===== src/rtl/pvic_pkg.sv =====
package pvic_pkg;
  localparam int SRC_PWD   = 0;
  localparam int SRC_XA    = 1;
  localparam int SRC_LA    = 2;
  localparam int SRC_LB    = 3;
  localparam int SRC_SWE   = 6;
  localparam int SRC_XB    = 8;
  localparam int SRC_XC    = 9;
  localparam int CTL_SENSE_A = 0;
  localparam int CTL_SENSE_B = 1;
  localparam int CTL_SENSE_C = 2;
  localparam int CTL_NEST    = 3;
endpackage


===== src/rtl/pvic_sync_edge.sv =====
module pvic_sync_edge #(
  parameter int STAGES = 2
) (
  input  logic clk,
  input  logic rst,
  input  logic din,
  output logic lvl,
  output logic rise
);
  logic [STAGES:0] sh;

  always_ff @(posedge clk) begin
    if (rst) sh <= '0;
    else     sh <= {sh[STAGES-1:0], din};
  end

  assign lvl  = sh[STAGES-1];
  assign rise = sh[STAGES-1] & ~sh[STAGES];
endmodule


===== src/rtl/pvic_pick.sv =====
module pvic_pick #(
  parameter int N  = 11,
  parameter int IW = 4
) (
  input  logic [N-1:0]  req,
  output logic          any,
  output logic [IW-1:0] idx
);
  always_comb begin
    any = |req;
    idx = IW'(N);
    for (int i = N - 1; i >= 0; i--) begin
      if (req[i]) idx = IW'(i);
    end
  end
endmodule


===== src/rtl/pvic_svc.sv =====
module pvic_svc #(
  parameter int N  = 11,
  parameter int IW = 4
) (
  input  logic          clk,
  input  logic          rst,
  input  logic          set_en,
  input  logic [IW-1:0] set_idx,
  input  logic          rti,
  output logic [N-1:0]  ins,
  output logic [IW-1:0] top_idx,
  output logic          busy
);
  logic          top_any;
  logic [N-1:0]  low_bit;
  logic [N-1:0]  set_bit;

  pvic_pick #(.N(N), .IW(IW)) u_top (
    .req (ins),
    .any (top_any),
    .idx (top_idx)
  );

  always_comb begin
    low_bit = '0;
    if (top_any) low_bit = N'(1) << top_idx;
    set_bit = set_en ? (N'(1) << set_idx) : '0;
  end

  always_ff @(posedge clk) begin
    if (rst) ins <= '0;
    else     ins <= (ins & ~(rti ? low_bit : '0)) | set_bit;
  end

  assign busy = top_any;
endmodule


===== src/rtl/prio_vec_intc.sv =====
module prio_vec_intc #(
  parameter int          NSRC        = 11,
  parameter int          VEC_W       = 16,
  parameter int          VEC_STEP    = 4,
  parameter logic [15:0] PWD_VEC     = 16'h002C,
  parameter int          SYNC_STAGES = 2,
  parameter int          CTL_W       = 4
) (
  input  logic             clk,
  input  logic             rst,
  input  logic [NSRC-1:0]  src_req,
  input  logic             mask_we,
  input  logic [NSRC-1:0]  mask_wdata,
  input  logic             ctl_we,
  input  logic [CTL_W-1:0] ctl_wdata,
  input  logic             fc_we,
  input  logic [NSRC-1:0]  fc_set,
  input  logic [NSRC-1:0]  fc_clr,
  input  logic             gint_en,
  input  logic             gint_dis,
  input  logic             irq_ack,
  input  logic             irq_rti,
  output logic             irq_req,
  output logic [VEC_W-1:0] irq_vec
);
  import pvic_pkg::*;

  localparam int IW = $clog2(NSRC + 1);
  localparam logic [NSRC-1:0] LEVEL_FIXED = (NSRC'(1) << SRC_LA) | (NSRC'(1) << SRC_LB);

  logic [NSRC-1:0]  lvl, rise, latch_q, pending, edge_mode, allow, cand;
  logic [NSRC-1:0]  mask_q, mask_d1, ins;
  logic [CTL_W-1:0] ctl_q;
  logic             gen_q, blk_q, any, busy, take;
  logic [IW-1:0]    idx, idx_q, top_idx;

  for (genvar g = 0; g < NSRC; g++) begin : g_src
    pvic_sync_edge #(.STAGES(SYNC_STAGES)) u_sync (
      .clk  (clk),
      .rst  (rst),
      .din  (src_req[g]),
      .lvl  (lvl[g]),
      .rise (rise[g])
    );
  end

  always_comb begin
    edge_mode              = ~LEVEL_FIXED;
    edge_mode[SRC_XA]      = ctl_q[CTL_SENSE_A];
    edge_mode[SRC_XB]      = ctl_q[CTL_SENSE_B];
    edge_mode[SRC_XC]      = ctl_q[CTL_SENSE_C];
    pending                = latch_q | (~edge_mode & lvl);
  end

  assign take = irq_ack & irq_req;

  always_ff @(posedge clk) begin
    if (rst) begin
      latch_q <= '0;
    end else begin
      for (int i = 0; i < NSRC; i++) begin
        if ((fc_we && fc_clr[i]) || (take && idx_q == IW'(i)))
          latch_q[i] <= 1'b0;
        else if ((edge_mode[i] && rise[i]) || (fc_we && fc_set[i]))
          latch_q[i] <= 1'b1;
      end
    end
  end

  always_ff @(posedge clk) begin
    if (rst) begin
      mask_q  <= '0;
      mask_d1 <= '0;
      ctl_q   <= '0;
      gen_q   <= 1'b1;
      blk_q   <= 1'b0;
    end else begin
      if (mask_we) mask_q <= mask_wdata;
      mask_d1 <= mask_q;
      if (ctl_we) ctl_q <= ctl_wdata;
      if (gint_dis)     gen_q <= 1'b0;
      else if (gint_en) gen_q <= 1'b1;
      blk_q <= mask_we;
    end
  end

  pvic_svc #(.N(NSRC), .IW(IW)) u_svc (
    .clk     (clk),
    .rst     (rst),
    .set_en  (take),
    .set_idx (idx_q),
    .rti     (irq_rti),
    .ins     (ins),
    .top_idx (top_idx),
    .busy    (busy)
  );

  always_comb begin
    for (int i = 0; i < NSRC; i++)
      allow[i] = ctl_q[CTL_NEST] ? (IW'(i) < top_idx) : ~busy;
    cand = pending & (mask_q | NSRC'(1)) & allow & {NSRC{gen_q & ~blk_q}};
  end

  pvic_pick #(.N(NSRC), .IW(IW)) u_pick (
    .req (cand),
    .any (any),
    .idx (idx)
  );

  function automatic logic [VEC_W-1:0] vec_of(input logic [IW-1:0] k);
    if (k == '0) return VEC_W'(PWD_VEC);
    return VEC_W'(32'(k) * VEC_STEP);
  endfunction

  always_ff @(posedge clk) begin
    if (rst) begin
      irq_req <= 1'b0;
      irq_vec <= '0;
      idx_q   <= '0;
    end else begin
      irq_req <= any & ~irq_ack;
      irq_vec <= (any & ~irq_ack) ? vec_of(idx) : '0;
      idx_q   <= idx;
    end
  end


  gen_gate_chk: assert property (@(posedge clk) disable iff (rst)
    irq_req |-> $past(gen_q));


  mask_block_chk: assert property (@(posedge clk) disable iff (rst)
    $past(mask_we, 2) |-> !irq_req);


  seq_mode_chk: assert property (@(posedge clk) disable iff (rst)
    (irq_req && !$past(ctl_q[CTL_NEST])) |-> ($past(ins) == '0));


  mask_gate_chk: assert property (@(posedge clk) disable iff (rst)
    (irq_req && idx_q != '0) |-> (|(mask_d1 & (NSRC'(1) << idx_q))));


  vec_legal_chk: assert property (@(posedge clk) disable iff (rst)
    irq_req |-> (irq_vec == VEC_W'(PWD_VEC) ||
                 (irq_vec != '0 && (32'(irq_vec) % VEC_STEP) == 0)));


  ack_drop_chk: assert property (@(posedge clk) disable iff (rst)
    (irq_ack && irq_req) |=> !irq_req);
endmodule


===== config.mk =====
export PLATFORM = sky130hd
export DESIGN_NAME = prio_vec_intc
export DESIGN_NICKNAME = d
export VERILOG_FILES = /design/src/rtl/pvic_pkg.sv /design/src/rtl/pvic_sync_edge.sv /design/src/rtl/pvic_pick.sv /design/src/rtl/pvic_svc.sv /design/src/rtl/prio_vec_intc.sv
export SDC_FILE = /design/constraint.sdc
export NUM_CORES = 1
export LEC_CHECK = 0
export BUFFER_PORTS_ARGS = -buffer_cell sky130_fd_sc_hd__buf_2
export CAP_MARGIN = 10
export CORE_UTILIZATION = 45
export CTS_BUF_LIST = sky130_fd_sc_hd__clkbuf_16
export DETAILED_ROUTE_END_ITERATION = 8
export PLACE_DENSITY = 0.68
export RECOVER_POWER = 100
export SKIP_CTS_REPAIR_TIMING = 1
export SLEW_MARGIN = 20
export SYNTH_ARGS = -nofsm -noshare
export SYNTH_HDL_FRONTEND = slang
export SYNTH_HIERARCHICAL = 1
export SYNTH_SLANG_ARGS = --single-unit

===== constraint.sdc =====
create_clock -name clk -period 3.3 [get_ports clk]
set_input_delay 0.33 -clock clk [delete_from_list [all_inputs] [get_ports clk]]
set_output_delay 0.33 -clock clk [all_outputs]
set_load 0.01 [all_outputs]

# [Word-level counts from Yosys, hierarchy flattened]
# Index checks and enable logic that the tools add are counted.
[totals] ff_bits=79 inputBits=57
[classes] order_cmp=11 n_eq_ne=10 shift=2 n_mux=42 n_bitwise=34 n_reduce_logical=73
[ops] cell="$mux W4" n=18
[ops] cell="$and A11 B11 Y11" n=5
[ops] cell="$logic_and A1 B1 Y1" n=36
[ops] cell="$mux W11" n=3
[ops] cell="$reduce_or A2 Y1" n=12
[ops] cell="$not A11 Y11" n=2
[ops] cell="$or A11 B11 Y11" n=2
[ops] cell="$reduce_or A11 Y1" n=2
[ops] cell="$shl A1 B4 Y11 const A" n=2
[ops] cell="$logic_or A1 B1 Y1" n=20
[ops] cell="$mux W1" n=17
[ops] cell="$eq A4 B3 Y1 const B" n=4
[ops] cell="$lt A3 B4 Y1 const A" n=4
[ops] cell="$not A1 Y1" n=13
[ops] cell="$and A1 B1 Y1" n=12
[ops] cell="$eq A4 B4 Y1 const B" n=3
[ops] cell="$lt A4 B4 Y1 const A" n=3
[ops] cell="$mux W6" n=2
[ops] cell="$eq A4 B2 Y1 const B" n=2
[ops] cell="$logic_not A4 Y1" n=2
[ops] cell="$lt A1 B4 Y1 const A" n=2
[ops] cell="$lt A2 B4 Y1 const A" n=2
[ops] cell="$eq A4 B1 Y1 const B" n=1
[ops] cell="$mux W2" n=2
[ops] cell="$reduce_bool A2 Y1" n=1

# [Longest topological paths before layout]
[depth] word_depth=30 depth_mapped=12

# [Cells and area by module]
# Netlist, hierarchy kept.
[modules_own_cells] mod="prio_vec_intc" n_inst=1 cells_each=178 area_each_um2=1721.7 seq_area_each_um2=720.7
[modules_own_cells] mod="pvic_sync_edge" n_inst=11 cells_each=7 area_each_um2=87.6 seq_area_each_um2=60.1
[modules_own_cells] mod="pvic_svc" n_inst=1 cells_each=52 area_each_um2=490.5 seq_area_each_um2=220.2
[modules_own_cells] mod="pvic_pick" n_inst=2 cells_each=19 area_each_um2=112.6 seq_area_each_um2=0.0

# [Least setup slack after synthesis]
# No wires, ideal clock.
[synth_path] path_type="register -> register" start="reg u_svc.ins[6]" end="reg irq_vec[3]" setup_ns=0.115 arrival_time_ns=2.748 slack_ns=0.437 stages_incl_launch_ff=12 n_path_buf=1 period_less_slack_ns=2.863 path_cell_list="dfxtp_1 > nor4_2 > inv_1 > or4b_1 > nand2b_1 > nand3b_1 > buf_6 > nor3_1 > a221oi_1 > o41ai_1 > nor3_1 > o21a_1"
[synth_via] word_cells_on_any_way=52 cone_classes="order compare (11); mux (32); bitwise (5); reduce/logical (4)"
[synth_rtl] item="start, declared" line="pvic_svc.sv:10" source="output logic [N-1:0] ins,"
[synth_rtl] item="start signal, assigned" line="pvic_svc.sv:32" source="else ins <= (ins & ~(rti ? low_bit : '0)) | set_bit;"
[synth_rtl] item="$reduce_or A11 Y1" line="pvic_pick.sv:10" source="any = |req;"
[synth_rtl] item="named net busy" line="prio_vec_intc.sv:34" source="logic gen_q, blk_q, any, busy, take;"
[synth_rtl] item="$not A1 Y1" line="prio_vec_intc.sv:100" source="allow[i] = ctl_q[CTL_NEST] ? (IW'(i) < top_idx) : ~busy;"
[synth_rtl] item="$mux W1" line="prio_vec_intc.sv:100"
[synth_rtl] item="$and A11 B11 Y11 (2 in a row)" line="prio_vec_intc.sv:101" source="cand = pending & (mask_q | NSRC'(1)) & allow & {NSRC{gen_q & ~blk_q}};"
[synth_rtl] item="named net cand[7]" line="prio_vec_intc.sv:31" source="logic [NSRC-1:0] lvl, rise, latch_q, pending, edge_mode, allow, cand;"
[synth_rtl] item="$mux W4 (8 in a row)" line="pvic_pick.sv:13" source="if (req[i]) idx = IW'(i);"
[synth_rtl] item="named net idx[0]" line="prio_vec_intc.sv:35" source="logic [IW-1:0] idx, idx_q, top_idx;"
[synth_rtl] item="$logic_not A4 Y1" line="prio_vec_intc.sv:111" source="if (k == '0) return VEC_W'(PWD_VEC);"
[synth_rtl] item="$mux W1" line="prio_vec_intc.sv:111"
[synth_rtl] item="$mux W1" line="prio_vec_intc.sv:116" source="if (rst) begin"
[synth_rtl] item="$mux W6" line="prio_vec_intc.sv:112" source="return VEC_W'(32'(k) * VEC_STEP);"
[synth_rtl] item="end signal, assigned" line="prio_vec_intc.sv:122" source="irq_vec <= (any & ~irq_ack) ? vec_of(idx) : '0;"
[synth_rtl] item="end, declared" line="prio_vec_intc.sv:24" source="output logic [VEC_W-1:0] irq_vec"
# The timed path passes the listed nets, and every way through them passes these cells. The select of a mux whose other input is x is not followed.
# A chain may end at the register's enable or synchronous reset.

# [Worst setup path after layout]
[layout_path] start="reg u_svc.ins[6]" end="reg irq_vec[5]"
# Same word-level chain as after synthesis.

==> results.txt <==
----------------------------------------------------
[Setup path]
  Cell-by-cell listing of the critical path ... nor4_2, inv_1, or4b_1, nand2b_1, nand3b_1, buf_4, nor3_1, a221oi_1, o41ai_1, buf_4, nor3_1, o21a_1
  Nature of the critical path endpoint ... flop
  Number of cells on the worst reg-to-reg path ... 12
  Required @ worst endpoint ... between 3 and 4 ns
  Crit start category ... flop
  Highest fanout seen on the critical path ... 7
  Crit-path leading delay family ... simple AND/OR/NAND/NOR gates
  Cell depth of the worst setup path ... 12
  Startpoint-to-endpoint class of the critical path ... reg2reg
  R2r setup slk ... approximately 0.24 ns
  Worst r2r src ... u_svc/ins[6]
  Number of buffers and inverters on the critical path ... 3
  Crit path arrival time ... 3.28 ns
  Slowest stage cell, crit path ... or4b_1
  Slowest Stage Delay on Critical Path ... approximately 0.6 ns
  Worst Setup SP ... u_svc/ins[6]

[Clock tree]
  Clock sink count ... about 80
  Cell at the root of the clock tree ... clkbuf_16
  TritonCTS clock tree ... built
  Clk slew on worst S/H paths ... 0.05 ns
  Clock latency of the later-clocked register in the worst-skew pair ... about 0.33 ns
  Deepest level of the CTS H-tree ... 3
  Longest Clk Path Bufs ... 2
  Cts bufs inserted ... 9

[STA]
  Worst setup slack after layout ... ~0.24 ns
  Final Hold Violating Endpoints ... 0
  Min Tclk post-route ... just over 3 ns
  Setup-failing EPs final ... 0
  Setup repair after global routing missed its margin ... no
  Relative slew margins ... -0.536%
  Worst Tran Pin Value ... 1.51 ns
  Setup TNS ... 0 ns
  Fraction of the cycle the final worst path needs ... between 90 and 100%
  Number of max-slew violations in the final report ... 40
  Highest clock rate ... around 330 MHz
  Worst Skew ... 0.00749 ns

[Drt]
  Total number of vias ... between 2,000 and 3,000
  Vias per cell ... a little over 5
  DRC violation total after the first TritonRoute iteration ... between 100 and 150
  Total Routed Length ... between 7000 and 8000 microns
  Average wire per standard cell ... between 10 and 15 microns
  First-pass iteration count of the detailed router ... 4
  Number of remaining DRC errors ... 0
  Post-route ant nets ... 0

[Floorplanning]
  Floorplan Core Area ... 6980 sq um
  Die area ... around 7700 sq um
  Effective utilization at floorplan ... between 40 and 50%
  Vertical die dimension ... about 90 microns
  # rows ... 30
  Horizontal extent of the die ... 88.0 microns
  Number of top-level pins ... 74

[Flow run]
  Maxcap violations ... 1

[Synth]
  Yosys warning count ... 6
  Mapped Area ... approximately 3300 sq um
  Synthesized area divided by synthesized cell count ... between 9 and 10 sq um
  Number of standard cells after synthesis ... ~340

[Worst hold path]
  Hold depth ... 2
  Hold Startpoint ... gint_dis
  Hold Path Class ... in2reg

[Global routing]
  Vias in the first global route ... about 2,500
  First-pass GRT wire length ... about 12,000 microns
  Pin count of the biggest net entering global routing ... 40
  GRT Residual Overflow ... 0
  Antenna violations before repair ... 0
  Global router's overall resource usage ... about a fifth

[Layout]
  Fin nets ... about 460
  Number of standard cells in the layout, taps in and fillers out ... between 500 and 600
  Fillcell total ... 644
  Number of antenna cells inserted ... 0
  Share of post-route cells with drive strength above 1 ... 22.2%
  Multi-input combinational cell area ... approximately 1600 sq um
  Layout Area Growth over Synthesis ... 17.6%
  Sequential cell area ... approximately 1600 sq um
  Cell area after layout ... between 3000 and 4000 sq um

[Place]
  Placed Cells incl. Taps ... ~500
  Weighted congestion at the end of routability-driven global placement ... 0.847
  Placed instance area ... 3680 sq um
  HPWL after DPL ... a little over 5000 microns
  Number of input and output port buffers inserted ... 60
  Post-Place Setup Slack ... approximately 0.14 ns

[Power and ir drop]
  Total leakage power ... 1.58 nW
  Power per cell area ... 547 nW/um^2
  Largest vdd supply drop ... 0.000493 V

[Status]
  Violations in the final reports ... capacitance limit, slew limit
  Result of the run ... complete, but fails checks

----------------------------------------------------
[placed cells by master, fill, tap and decap left out, types with 4 or more instances in the layout]
cell       instances
nand4b_1           4
buf_4              5
nor3_1             8
a211oi_1           9
buf_2             54
nand2_1           11
nor2b_2            9
a21oi_1            4
o21ai_0           11
dfxtp_1           78
nand3_1            4
nor2_1            40
clkbuf_16          9
a221oi_1           5
conb_1            12
nand2b_1           8
o31ai_1            7
a2111oi_0         11
nor2b_1           42
o211ai_1           8
mux2i_1           14
clkbuf_1           7
inv_1             10
[metrics by stage]
stage               utilization, %  power [mW]  hold slack [ns]
detailed placement            52.8        1.22            0.423
CTS                           57.0        2.18            0.178
floorplan                        -        1.16            0.399
global route                  56.1        2.23            0.192
global placement              52.8        1.22            0.417
finish                        56.1        2.14            0.188
[report_power, final]
part,switching [mW],total (mW),internal [mW]
combinational,0.0913,0.174,0.0831
clock,0.368,0.949,0.580
sequential,0.0327,1.02,0.986
total,0.493,2.14,1.65
[sequential cells by signal, indices dropped and copies added, names as in the netlist, 4 cells and up]
signal / count
g_src.u_sync/sh: 31
latch_q: 11
u_svc/ins: 11
mask_q: 10
ctl_q: 4
idx_q: 4
irq_vec: 4
[cell type report]
class / instances / area share [%]
multi-input cells: 242 / 40.3
clock inverters: 7 / 1.69
repair buffers: 66 / 8.53
well taps: 96 / 3.07
clock buffers: 9 / 5.75
inverters: 8 / 0.767
flip-flops and latches: 78 / 39.9
[per-layer routing]
metal / global-route usage, % / part of all wire (%) / vias to the layer above
met3: 6.03 / 5.8 / 11
met5: 0 / 0 / -
met4: 9.38 / 1.6 / 0
met1: 25.7 / 46 / 1186
met2: 30.7 / 47 / 86
li1: - / - / 1328
[worst paths after layout]
path	end
setup / recovery	irq_vec[5]
hold / removal	gen_q
setup reg to reg	irq_vec[5]
hold reg to reg	g_src[0].u_sync/sh[1]
Power figures use the tool's default switching activity.
